==> config.mk <==
export PLATFORM = sky130hd
export DESIGN_NAME = patgen_1001
export DESIGN_NICKNAME = d
export VERILOG_FILES = /design/src/rtl/patgen_pkg.sv /design/src/rtl/patgen_feedback.sv /design/src/rtl/patgen_shreg.sv /design/src/rtl/patgen_1001.sv
export SDC_FILE = /design/constraint.sdc
export NUM_CORES = 1
export LEC_CHECK = 0
export ABC_AREA = 1
export BUFFER_PORTS_ARGS = -buffer_cell sky130_fd_sc_hd__buf_2
export CORE_AREA = 2 2 39 41
export DETAILED_ROUTE_END_ITERATION = 6
export DIE_AREA = 0 0 41 43
export HOLD_SLACK_MARGIN = 0.02
export PLACE_DENSITY_LB_ADDON = 0.2
export REMOVE_ABC_BUFFERS = 1
export SYNTH_ARGS = -nofsm -noshare
export SYNTH_HDL_FRONTEND = slang
export SYNTH_HIERARCHICAL = 1
export SYNTH_SLANG_ARGS = --single-unit
==> constraint.sdc <==
create_clock -name clk -period 0.8 [get_ports clk]
set_input_delay 0.04 -clock clk [delete_from_list [all_inputs] [get_ports clk]]
set_output_delay 0.04 -clock clk [all_outputs]
set_load 0.02 [all_outputs]
==> src/rtl/patgen_pkg.sv <==
package patgen_pkg;

   localparam int unsigned REG_W = 4;
   localparam int unsigned N_STATES = 2 ** REG_W;
   localparam logic [REG_W-1:0] PATTERN = 4'b1001;

   typedef logic [REG_W-1:0] pg_state_t;

   function automatic pg_state_t rotl(input pg_state_t v, input int unsigned n);
      pg_state_t r;
      r = v;
      for (int unsigned i = 0; i < n; i++) begin
         r = {r[REG_W-2:0], r[REG_W-1]};
      end
      return r;
   endfunction

   function automatic logic in_cycle(input pg_state_t s, input pg_state_t pat);
      logic hit;
      hit = 1'b0;
      for (int unsigned r = 0; r < REG_W; r++) begin
         if (rotl(pat, r) == s) hit = 1'b1;
      end
      return hit;
   endfunction

   function automatic int unsigned period_of(input pg_state_t pat);
      int unsigned p;
      p = REG_W;
      for (int unsigned r = REG_W - 1; r >= 1; r--) begin
         if (rotl(pat, r) == pat) p = r;
      end
      return p;
   endfunction

   // Next-bit table over all states: a state whose kept bits start a
   // rotation of the pattern continues that rotation; any other state
   // picks the bit that makes the following kept bits start one.
   function automatic logic [N_STATES-1:0] build_fb_table(input pg_state_t pat);
      logic [N_STATES-1:0] tbl;
      pg_state_t s;
      pg_state_t rv;
      logic found;
      tbl = '1;
      for (int unsigned k = 0; k < N_STATES; k++) begin
         s = pg_state_t'(k);
         found = 1'b0;
         for (int unsigned r = 0; r < REG_W; r++) begin
            rv = rotl(pat, r);
            if (!found && rv[REG_W-1:1] == s[REG_W-2:0]) begin
               tbl[k] = rv[0];
               found = 1'b1;
            end
         end
         for (int unsigned r = 0; r < REG_W; r++) begin
            rv = rotl(pat, r);
            if (!found && rv[REG_W-1:2] == s[REG_W-3:0]) begin
               tbl[k] = rv[1];
               found = 1'b1;
            end
         end
      end
      return tbl;
   endfunction

endpackage

==> src/rtl/patgen_feedback.sv <==
module patgen_feedback
   import patgen_pkg::*;
#(
   parameter pg_state_t PAT = PATTERN
) (
   input  pg_state_t state,
   output logic      fb
);

   localparam logic [N_STATES-1:0] FB_TABLE = build_fb_table(PAT);

   assign fb = FB_TABLE[state];

endmodule

==> src/rtl/patgen_shreg.sv <==
module patgen_shreg #(
   parameter int unsigned W = 4,
   parameter logic [W-1:0] INIT = '0
) (
   input  logic         clk,
   input  logic         rst,
   input  logic         en,
   input  logic         din,
   output logic [W-1:0] q
);

   logic [W-1:0] q_r;
   logic [W-1:0] nxt;

   for (genvar i = 0; i < W; i++) begin : g_bit
      if (i == 0) begin : g_head
         assign nxt[i] = din;
      end else begin : g_body
         assign nxt[i] = q_r[i-1];
      end
   end

   always_ff @(posedge clk) begin
      if (rst) begin
         q_r <= INIT;
      end else if (en) begin
         q_r <= nxt;
      end
   end

   assign q = q_r;

endmodule

==> src/rtl/patgen_1001.sv <==
module patgen_1001
   import patgen_pkg::*;
#(
   parameter int unsigned WIDTH = REG_W,
   parameter logic [REG_W-1:0] SEED_STATE = PATTERN,
   parameter bit OUT_FROM_FB = 1'b0
) (
   input  logic             clk,
   input  logic             rst,
   input  logic             shift_en,
   output logic             pat_bit,
   output logic [REG_W-1:0] state
);

   if (WIDTH != REG_W) begin : g_bad_width
      $error("patgen_1001: WIDTH must equal the package register width");
   end
   if (PATTERN == '0) begin : g_bad_zero
      $error("patgen_1001: pattern must not be all zero");
   end
   if (period_of(PATTERN) != REG_W) begin : g_bad_period
      $error("patgen_1001: pattern rotations must all be distinct");
   end

   logic      fb;
   pg_state_t q;

   patgen_feedback #(
      .PAT(PATTERN)
   ) u_fb (
      .state(q),
      .fb   (fb)
   );

   patgen_shreg #(
      .W   (REG_W),
      .INIT(SEED_STATE)
   ) u_reg (
      .clk(clk),
      .rst(rst),
      .en (shift_en),
      .din(fb),
      .q  (q)
   );

   if (OUT_FROM_FB) begin : g_tap_fb
      assign pat_bit = fb;
   end else begin : g_tap_msb
      assign pat_bit = q[REG_W-1];
   end

   assign state = q;

endmodule

==> impl_metrics.py, run 1 <==
metrics = {
    "status": {
        "outcome": "finished, final reports clean",
    },
    "min_path": {
        "hold_end": "u_reg/q[3]",
        "min_from": "rst",
        "worstHoldPathCells": 3,
        "hp-class": "in2reg",
    },
    "grt": {
        "antenna_found_initial": 0,
        "grt_pass1_vias": 144,
        "grt_max_degree": 8,
        "overflow": 0,
        "track_usage_pct": 5.723,
        "grt_pass1_wl_um": 614,
    },
    "routing": {
        "drc_errors": 0,
        "routed_wirelength_um": 344,
        "vias": 150,
        "ant_nets": 0,
        "wire_per_inst_um": 7.020,
        "dr.pass1.iters": 1,
        "drtIter0Drc": 0,
        "viasPerCell": 3.061,
    },
    "power_and_ir_drop": {
        "p_leak_nw": 0.1383,
        "p_switching_mw": 0.1445,
        "ir_drop_v": 0.0007335,
        "p_int_mw": 0.4276,
        "seqPwrFrac_pct": 40.5,
        "swShare_pct": 25.26,
        "pwr-share-comb_pct": 16.3,
        "power_density_nw_per_um2": 2264,
        "p_clk_share_pct": 43.2,
    },
    "sta": {
        "setup-tns-final_ns": 0,
        "setup_viol": 0,
        "fin_crit_ns": 0.7470,
        "clock_skew_ns": 0.006058,
        "finalHoldViolCount": 0,
        "worst_slack_ns": 0.05296,
        "slew_headroom_pct": 92.05,
        "tightest_slew_ns": 0.1191,
        "finalCritPeriodShare_pct": 93.38,
        "clock.fmax_mhz": 1339,
        "rsz0062_at_grt": "no",
        "final_max_slew_viol_count": 0,
        "holdWs_ns": 0.05390,
    },
    "setup_path": {
        "crit_path_end_kind": "primary output",
        "arrival_ns": 0.71,
        "rr_endpoint": "u_reg/q[1]",
        "crit_fanout": 3,
        "crit_required_ns": 0.76,
        "worst_path_max_delay_cell": "dfxtp_2",
        "cp_slowest_stage_delay_ns": 0.33,
        "crit_buf_inv": 1,
        "worstPathCellList": "buf_4",
        "r2r_cells": 4,
        "crit_family": "flip-flops",
        "timing.rr.start": "u_reg/q[0]",
        "crit_type": "reg2out",
        "reg2reg_slack_ns": 0.19,
        "critPathLaunchType": "flip-flop",
    },
    "floorplanning": {
        "die-area_um2": 1763,
        "die_h_um": 43,
        "core_area_um2": 1384,
        "num_rows": 14,
        "io_pins": 8,
        "die_w_um": 41,
        "start_util_pct": 11.66,
    },
    "synthesis": {
        "synth-seq-area-share_pct": 49.61,
        "avgSynthCellArea_um2": 6.725,
        "netlist_area_um2": 161.4,
        "ys_warn_count": 6,
        "ys_seq_elements": 4,
        "postSynthCellCount": 24,
        "netlist_top_cells_area": "dfxtp_1 (50%), nand2_1 (19%), inv_1 (12%), nor2_1 (9.3%), nand3_1 (6.2%)",
        "synth.top_cell.area_share_pct": 49.61,
        "synth_cell_types": 6,
        "yosys.area.top_type": "dfxtp_1",
    },
    "placed_design": {
        "dp_hpwl_um": 263.6,
        "pre_cts_ws_ns": 0.1596,
        "place.gp.congestion": 0.6469,
        "place_area_um2": 209.0,
        "port_buffers": 7,
    },
    "clocking": {
        "clk_latency_ns": 0.23,
        "cts_made_buffers": 3,
        "path_clk_slew_ns": 0.04,
        "cts_tree": "built",
        "postCtsSetupRepairBufs": 0,
        "clk_path_buf_depth": 2,
        "cts_num_sinks": 4,
        "clock_tree.root_cell": "clkbuf_4",
        "htreeDepth": 1,
        "holdBufCountCts": 0,
    },
    "layout": {
        "stdcell_area_um2": 252.7,
        "areaGrowthSynthToFinish_pct": 56.59,
        "final_nets": 38,
        "drive_above_1_share_pct": 42.42,
        "antennaDiodeCount": 0,
        "largest_reg_flops": 4,
        "layout_common_cells": "nand2_1 (8), inv_1 (5), buf_4 (4), nor2_1 (4), dfxtp_2 (4)",
        "mostFrequentLayoutCell": "nand2_1",
        "fin_util_pct": 18.26,
    },
    "run": {
        "maxCapViolCount": 0,
    },
}
==> power by group through the flow <==
| stage | registers (mW) | logic [mW] | clock network, mW |
|---|---|---|---|
| 2_1_floorplan | 0.253 | 0.0262 | 0 |
| 3_3_place_gp | 0.229 | 0.0837 | 0 |
| 3_5_place_dp | 0.230 | 0.0813 | 0 |
| 5_1_grt | 0.235 | 0.105 | 0.282 |
| 4_1_cts | 0.227 | 0.0858 | 0.259 |
| 6_report | 0.232 | 0.0934 | 0.247 |
==> synthesized netlist by cell type <==
library cell and number:
inv_1 5, nand3_1 2, dfxtp_1 4, nor2_1 4, buf_4 1, nand2_1 8
==> layer usage <==
metal	vias up	track usage, %	routed length (um)
met4	0	0	0
met3	0	7.853	65
met5	-	0	0
met1	53	8.039	193
met2	10	5.313	86
li1	87	-	-
==> worst max-delay path by stage <==
stage                    start  depth (start not counted)          to
finish              u_reg/q[3]                          1    state[3]
global route        u_reg/q[1]                          1    state[1]
CTS                 u_reg/q[2]                          1    state[2]
detailed placement  u_reg/q[1]                          3  u_reg/q[0]
global placement    u_reg/q[1]                          4  u_reg/q[2]
floorplan           u_reg/q[3]                          2  u_reg/q[3]
==> cell families after synthesis <==
kind of cell	synth area share (%)
AND/OR/NAND/NOR	34.11
flip-flops	49.61
buffers and inverters	16.28
==> layout make-up <==
class,instances,area [um^2]
clock buffers,3,22.52
multi-input cells,14,55.05
flip-flops and latches,4,85.08
fillers,153,1131
inverters,5,18.77
repair buffers,7,51.30
well taps,16,20.02
==> what timing repair did <==
item                                    4_1_cts  5_1_grt
gates resized for setup                       2        8
endpoints found under the setup margin        2        5
pin swaps                                     0        0
gates cloned                                  0        0
==> metrics by stage <==
| stage | power (mW) | cells |
|---|---|---|
| finish | 0.5721 | 49 |
| global route | 0.6229 | 49 |
| CTS | 0.5724 | 49 |
| detailed placement | 0.3113 | 46 |
| global placement | 0.3129 | 46 |
| floorplan | 0.2792 | 23 |
Power figures use the tool's default switching activity.
==> run 2, diff against run 1 <==
--- a/config.mk
+++ b/config.mk
@@ -9,2 +9,3 @@
 export BUFFER_PORTS_ARGS = -buffer_cell sky130_fd_sc_hd__buf_2
+export CAP_MARGIN = 20
 export CORE_AREA = 2 2 39 41
--- a/constraint.sdc
+++ b/constraint.sdc
@@ -3,2 +3,2 @@
 set_output_delay 0.04 -clock clk [all_outputs]
-set_load 0.02 [all_outputs]
+set_load 0.1 [all_outputs]
==> run 2 against run 1 <==
Against the previous run: the flow now finishes with violations (negative setup slack); clock-buffer cell count did not move; non-clock buffer count rose by 3; sequential share of layout area fell by 7.4 points; register-to-register slack got worse by 0.14 ns; highest routed layer unchanged; clock power rose by 4%; clock skew fell by 0.0029 ns; total power rose by 34%; die area did not move; largest power group is now combinational cells; worst setup slack got worse by 0.069 ns; wire length rose by 15%; via count rose by 10%; first-iteration DRC count rose by 2; critical endpoint unchanged.
==> impl_metrics.py, run 2 (synthesis gave the netlist of run 1 again) <==
metrics = {
    "run": {
        "maxCapViolCount": 0,
    },
    "layout": {
        "largest_reg_flops": 4,
        "layout_common_cells": "nand2_1 (8), buf_12 (5), inv_1 (5)",
        "final_nets": 41,
        "drive_above_1_share_pct": 47.22,
        "regArea_um2": 90.09,
        "antennaDiodeCount": 0,
        "nFillCells": 148,
        "areaGrowthSynthToFinish_pct": 112.4,
        "mostFrequentLayoutCell": "nand2_1",
        "multi_input_comb_area_um2": 55.05,
    },
    "floorplanning": {
        "io_pins": 8,
        "die-area_um2": 1763,
        "num_rows": 14,
        "die_w_um": 41,
        "start_util_pct": 11.66,
        "die_h_um": 43,
        "core_area_um2": 1384,
    },
    "sta": {
        "clock_skew_ns": 0.003112,
        "clock.fmax_mhz": 1225,
        "fin_crit_ns": 0.8164,
        "tightest_slew_ns": 0.1239,
        "setup_viol": 3,
        "finalHoldViolCount": 0,
        "setup-tns-final_ns": -0.03351,
        "final_max_slew_viol_count": 0,
        "finalCritPeriodShare_pct": 102.1,
        "worst_slack_ns": -0.01641,
        "rsz0062_at_grt": "yes",
        "slew_headroom_pct": 91.73,
    },
    "min_path": {
        "hp-class": "in2reg",
    },
    "clocking": {
        "cts_made_buffers": 3,
        "clock_tree.root_cell": "clkbuf_4",
        "htreeDepth": 1,
        "clk_path_buf_depth": 2,
        "clk_latency_ns": 0.24,
        "cts_tree": "built",
        "path_clk_slew_ns": 0.04,
        "cts_num_sinks": 4,
    },
    "setup_path": {
        "crit_required_ns": 0.76,
        "crit_type": "reg2out",
        "arrival_ns": 0.78,
        "crit_fanout": 3,
        "critPathLaunchType": "flip-flop",
        "crit_path_end_kind": "primary output",
        "worstPathCellList": "buf_12",
        "crit_buf_inv": 1,
        "worst_path_max_delay_cell": "dfxtp_4",
        "cp_slowest_stage_delay_ns": 0.37,
        "crit_family": "flip-flops",
    },
    "routing": {
        "viasPerCell": 3.173,
        "wire_per_inst_um": 7.635,
        "ant_nets": 0,
        "drtIter0Drc": 2,
        "dr.pass1.iters": 4,
        "routed_wirelength_um": 397,
        "vias": 165,
        "drc_errors": 0,
    },
    "grt": {
        "track_usage_pct": 5.918,
        "grt_pass1_wl_um": 614,
        "antenna_found_initial": 0,
        "grt_pass1_vias": 152,
        "met3_usage_pct": 3.665,
        "overflow": 0,
        "met1_usage_pct": 7.372,
        "met2_usage_pct": 5.313,
        "grt_max_degree": 8,
        "top_usage_layer": "met4",
    },
    "placed_design": {
        "place.gp.congestion": 0.6417,
        "port_buffers": 7,
        "pre_cts_ws_ns": 0.09115,
        "dp_hpwl_um": 249.8,
    },
    "power_and_ir_drop": {
        "p_leak_nw": 0.1769,
        "p_clk_share_pct": 33.4,
        "swShare_pct": 36.58,
        "p_switching_mw": 0.2803,
        "power_density_nw_per_um2": 2236,
        "ir_drop_v": 0.0005294,
        "p_int_mw": 0.4861,
        "seqPwrFrac_pct": 30.8,
        "pwr-share-comb_pct": 35.8,
    },
    "status": {
        "violations": "negative setup slack",
        "outcome": "complete, but fails checks",
    },
}
[run 2: cell count changes in the layout (fill, tap and decap cells not counted)]
cell / delta
dfxtp_2: -2
dfxtp_4: +2
buf_4: -2
buf_12: +5
[run 2: area by class of cell]
type | instances | area share, %
multi-input combinational | 14 | 16.06
inverter | 5 | 5.474
sequential | 4 | 26.28
clock buffer | 3 | 6.569
timing repair buffer | 10 | 39.78
tap | 16 | 5.839
[run 2: worst paths after layout]
path | startpoint | cells past startpoint | to | slack [ns]
worst max-delay path | u_reg/q[3] | 1 | state[3] | -0.02
worst min register to register | u_reg/q[3] | 2 | u_reg/q[3] | 0.51
worst min-delay path | rst | 3 | u_reg/q[0] | 0.06
worst max register to register | u_reg/q[0] | 5 | u_reg/q[1] | 0.05
[run 2: routing by layer]
metal  vias to the layer above  wire, um
met5                         -         0
met3                         0        57
met1                        62       204
li1                         95         -
met4                         0         0
met2                         8       135
[run 2: repair_timing]
item	CTS	global route
hold buffers	0	0
endpoints found under the setup margin	5	6
buffers inserted	3	0
resized for setup	6	1
[run 2: power groups by stage]
| stage | Clock, mW | Combinational (mW) | Sequential (mW) |
|---|---|---|---|
| floorplan | 0 | 0.0271 | 0.366 |
| global placement | 0 | 0.252 | 0.242 |
| detailed placement | 0 | 0.252 | 0.241 |
| CTS | 0.274 | 0.273 | 0.235 |
| global route | 0.288 | 0.286 | 0.238 |
| finish | 0.256 | 0.274 | 0.236 |
[run 2: stage by stage]
| stage | power [mW] | hold slack, ns | std cells | utilization (%) | area, um^2 |
|---|---|---|---|---|---|
| 2_1_floorplan | 0.3935 | 0.1621 | 23 | - | 153.9 |
| 4_1_cts | 0.7825 | 0.05192 | 52 | 24.50 | 339.1 |
| 5_1_grt | 0.8111 | 0.06278 | 52 | 24.77 | 342.8 |
| 3_5_place_dp | 0.4931 | 0.3008 | 46 | 20.52 | 284.0 |
| 3_3_place_gp | 0.4942 | 0.3022 | 46 | 20.52 | 284.0 |
| 6_report | 0.7664 | 0.05831 | 52 | 24.77 | 342.8 |
[run 2: tightest hold or removal path, stage by stage]
cell and delay (ns):
buf_2 0.08, inv_1 0.07, nand3_1 0.08
==> run 3, diff against run 2 <==
Settings changed: REMOVE_ABC_BUFFERS 1 to not set.
==> run 3 against run 2 <==
Against the previous run: the flow still finishes with violations (negative setup slack); combinational power is essentially flat; sequential share of layout area grew 1.4 points; clock skew shrank 0.0028 ns; cell count is the same; total power shrank 1.6%; critical path depth is the same; largest cell class unchanged.
==> impl_metrics.py, run 3 (synthesis gave the netlist of run 1 again) <==
metrics = {
    "layout": {
        "layout_common_cells": "nand2_1 (8), buf_12 (5), nor2_1 (4), dfxtp_4 (4)",
        "antennaDiodeCount": 0,
        "stdcell_area_um2": 344.1,
        "nFillCells": 138,
        "final_nets": 41,
        "areaGrowthSynthToFinish_pct": 113.2,
        "drive_above_1_share_pct": 55.56,
        "largest_reg_flops": 4,
        "mostFrequentLayoutCell": "nand2_1",
    },
    "clocking": {
        "path_clk_slew_ns": 0.04,
        "cts_made_buffers": 3,
        "clk_path_buf_depth": 2,
        "clk_latency_ns": 0.23,
        "clock_tree.root_cell": "clkbuf_4",
        "cts_tree": "built",
        "cts_num_sinks": 4,
        "holdBufCountCts": 0,
        "htreeDepth": 1,
    },
    "routing": {
        "wire_per_inst_um": 6.404,
        "vias": 170,
        "viasPerCell": 3.269,
        "routed_wirelength_um": 333,
        "dr.pass1.iters": 3,
        "ant_nets": 0,
        "drtIter0Drc": 2,
        "drc_errors": 0,
    },
    "grt": {
        "grt_pass1_wl_um": 565,
        "antenna_found_initial": 0,
        "grt_max_degree": 8,
        "track_usage_pct": 5.115,
        "grt_pass1_vias": 151,
        "overflow": 0,
    },
    "setup_path": {
        "crit_type": "reg2out",
        "cp_slowest_stage_delay_ns": 0.37,
        "timing.rr.start": "u_reg/q[0]",
        "crit_buf_inv": 1,
        "arrival_ns": 0.78,
        "worst_path_max_delay_cell": "dfxtp_4",
        "crit_path_end_kind": "primary output",
        "crit_fanout": 3,
        "crit_required_ns": 0.76,
        "startpoint": "u_reg/q[3]",
        "worstPathCellList": "buf_12",
        "r2r_cells": 5,
        "rr_endpoint": "u_reg/q[1]",
        "crit_cells": 1,
        "critPathLaunchType": "flip-flop",
        "reg2reg_slack_ns": 0.05,
        "crit_family": "flip-flops",
    },
    "min_path": {
        "worstHoldPathCells": 3,
        "hp-class": "in2reg",
        "hold_end": "u_reg/q[0]",
        "min_from": "rst",
    },
    "floorplanning": {
        "io_pins": 8,
        "start_util_pct": 11.66,
        "num_rows": 14,
        "die_w_um": 41,
        "die-area_um2": 1763,
        "core_area_um2": 1384,
        "die_h_um": 43,
    },
    "placed_design": {
        "dp_hpwl_um": 256,
        "place.gp.congestion": 0.5878,
        "place_area_um2": 299.0,
        "port_buffers": 7,
        "pre_cts_ws_ns": 0.1689,
    },
    "synthesis": {
        "syn_nets": 27,
    },
    "sta": {
        "fin_crit_ns": 0.8154,
        "final_max_slew_viol_count": 0,
        "worst_slack_ns": -0.01543,
        "setup_viol": 2,
        "slew_headroom_pct": 91.20,
        "finalCritPeriodShare_pct": 101.9,
        "tightest_slew_ns": 0.1319,
        "rsz0062_at_grt": "yes",
        "setup-tns-final_ns": -0.03076,
        "clock.fmax_mhz": 1226,
        "finalHoldViolCount": 0,
        "clock_skew_ns": 0.0003160,
    },
    "power_and_ir_drop": {
        "ir_drop_v": 0.0008058,
        "power_density_nw_per_um2": 2192,
        "p_leak_nw": 0.1737,
    },
    "run": {
        "maxCapViolCount": 0,
    },
    "status": {
        "violations": "negative setup slack",
        "outcome": "complete, but fails checks",
    },
}
-- run 3: cell counts in the layout (fill, tap and decap cells not counted) --
No cell type changed its count.
-- run 3: layout make-up --
class	count	area [um^2]	share of cell area [%]
Tap cell	16	20.02	5.818
Inverter	5	18.77	5.455
Sequential cell	4	95.09	27.64
Multi-Input combinational cell	14	55.05	16.00
Clock buffer	3	22.52	6.545
Timing Repair Buffer	10	132.6	38.55
-- run 3: report_power, final --
part           switching (mW)  total [mW]  internal [mW]
combinational           0.175       0.275         0.0998
clock                  0.0807       0.248          0.168
sequential             0.0177       0.231          0.214
total                   0.273       0.754          0.481
-- run 3: how the worst max path moves through the flow --
stage	end	slack, ns
floorplan	pat_bit	-0.04
global placement	u_reg/q[1]	0.17
detailed placement	u_reg/q[2]	0.17
CTS	pat_bit	-0.03
global route	pat_bit	-0.04
finish	state[3]	-0.02
-- run 3: metrics by stage --
stage,power (mW),util (%),hold WS [ns],std cells
6_report,0.7543,24.86,0.05963,52
2_1_floorplan,0.4034,-,0.1614,24
5_1_grt,0.7986,24.86,0.07468,52
4_1_cts,0.7727,24.86,0.05101,52
3_3_place_gp,0.4960,21.61,0.2959,46
3_5_place_dp,0.4953,21.61,0.2957,46
-- run 3: repair_timing --
action	CTS	global route
setup buffers	3	0
setup endpoints to repair	5	5
resized for setup	0	0
-- run 3: layer usage --
layer / vias up / global-route usage, % / share of wire, %
met5: - / 0 / 0
met4: 0 / 0 / 0
met3: 0 / 7.853 / 20
met2: 11 / 5.625 / 32
met1: 66 / 5.769 / 47
li1: 93 / - / -
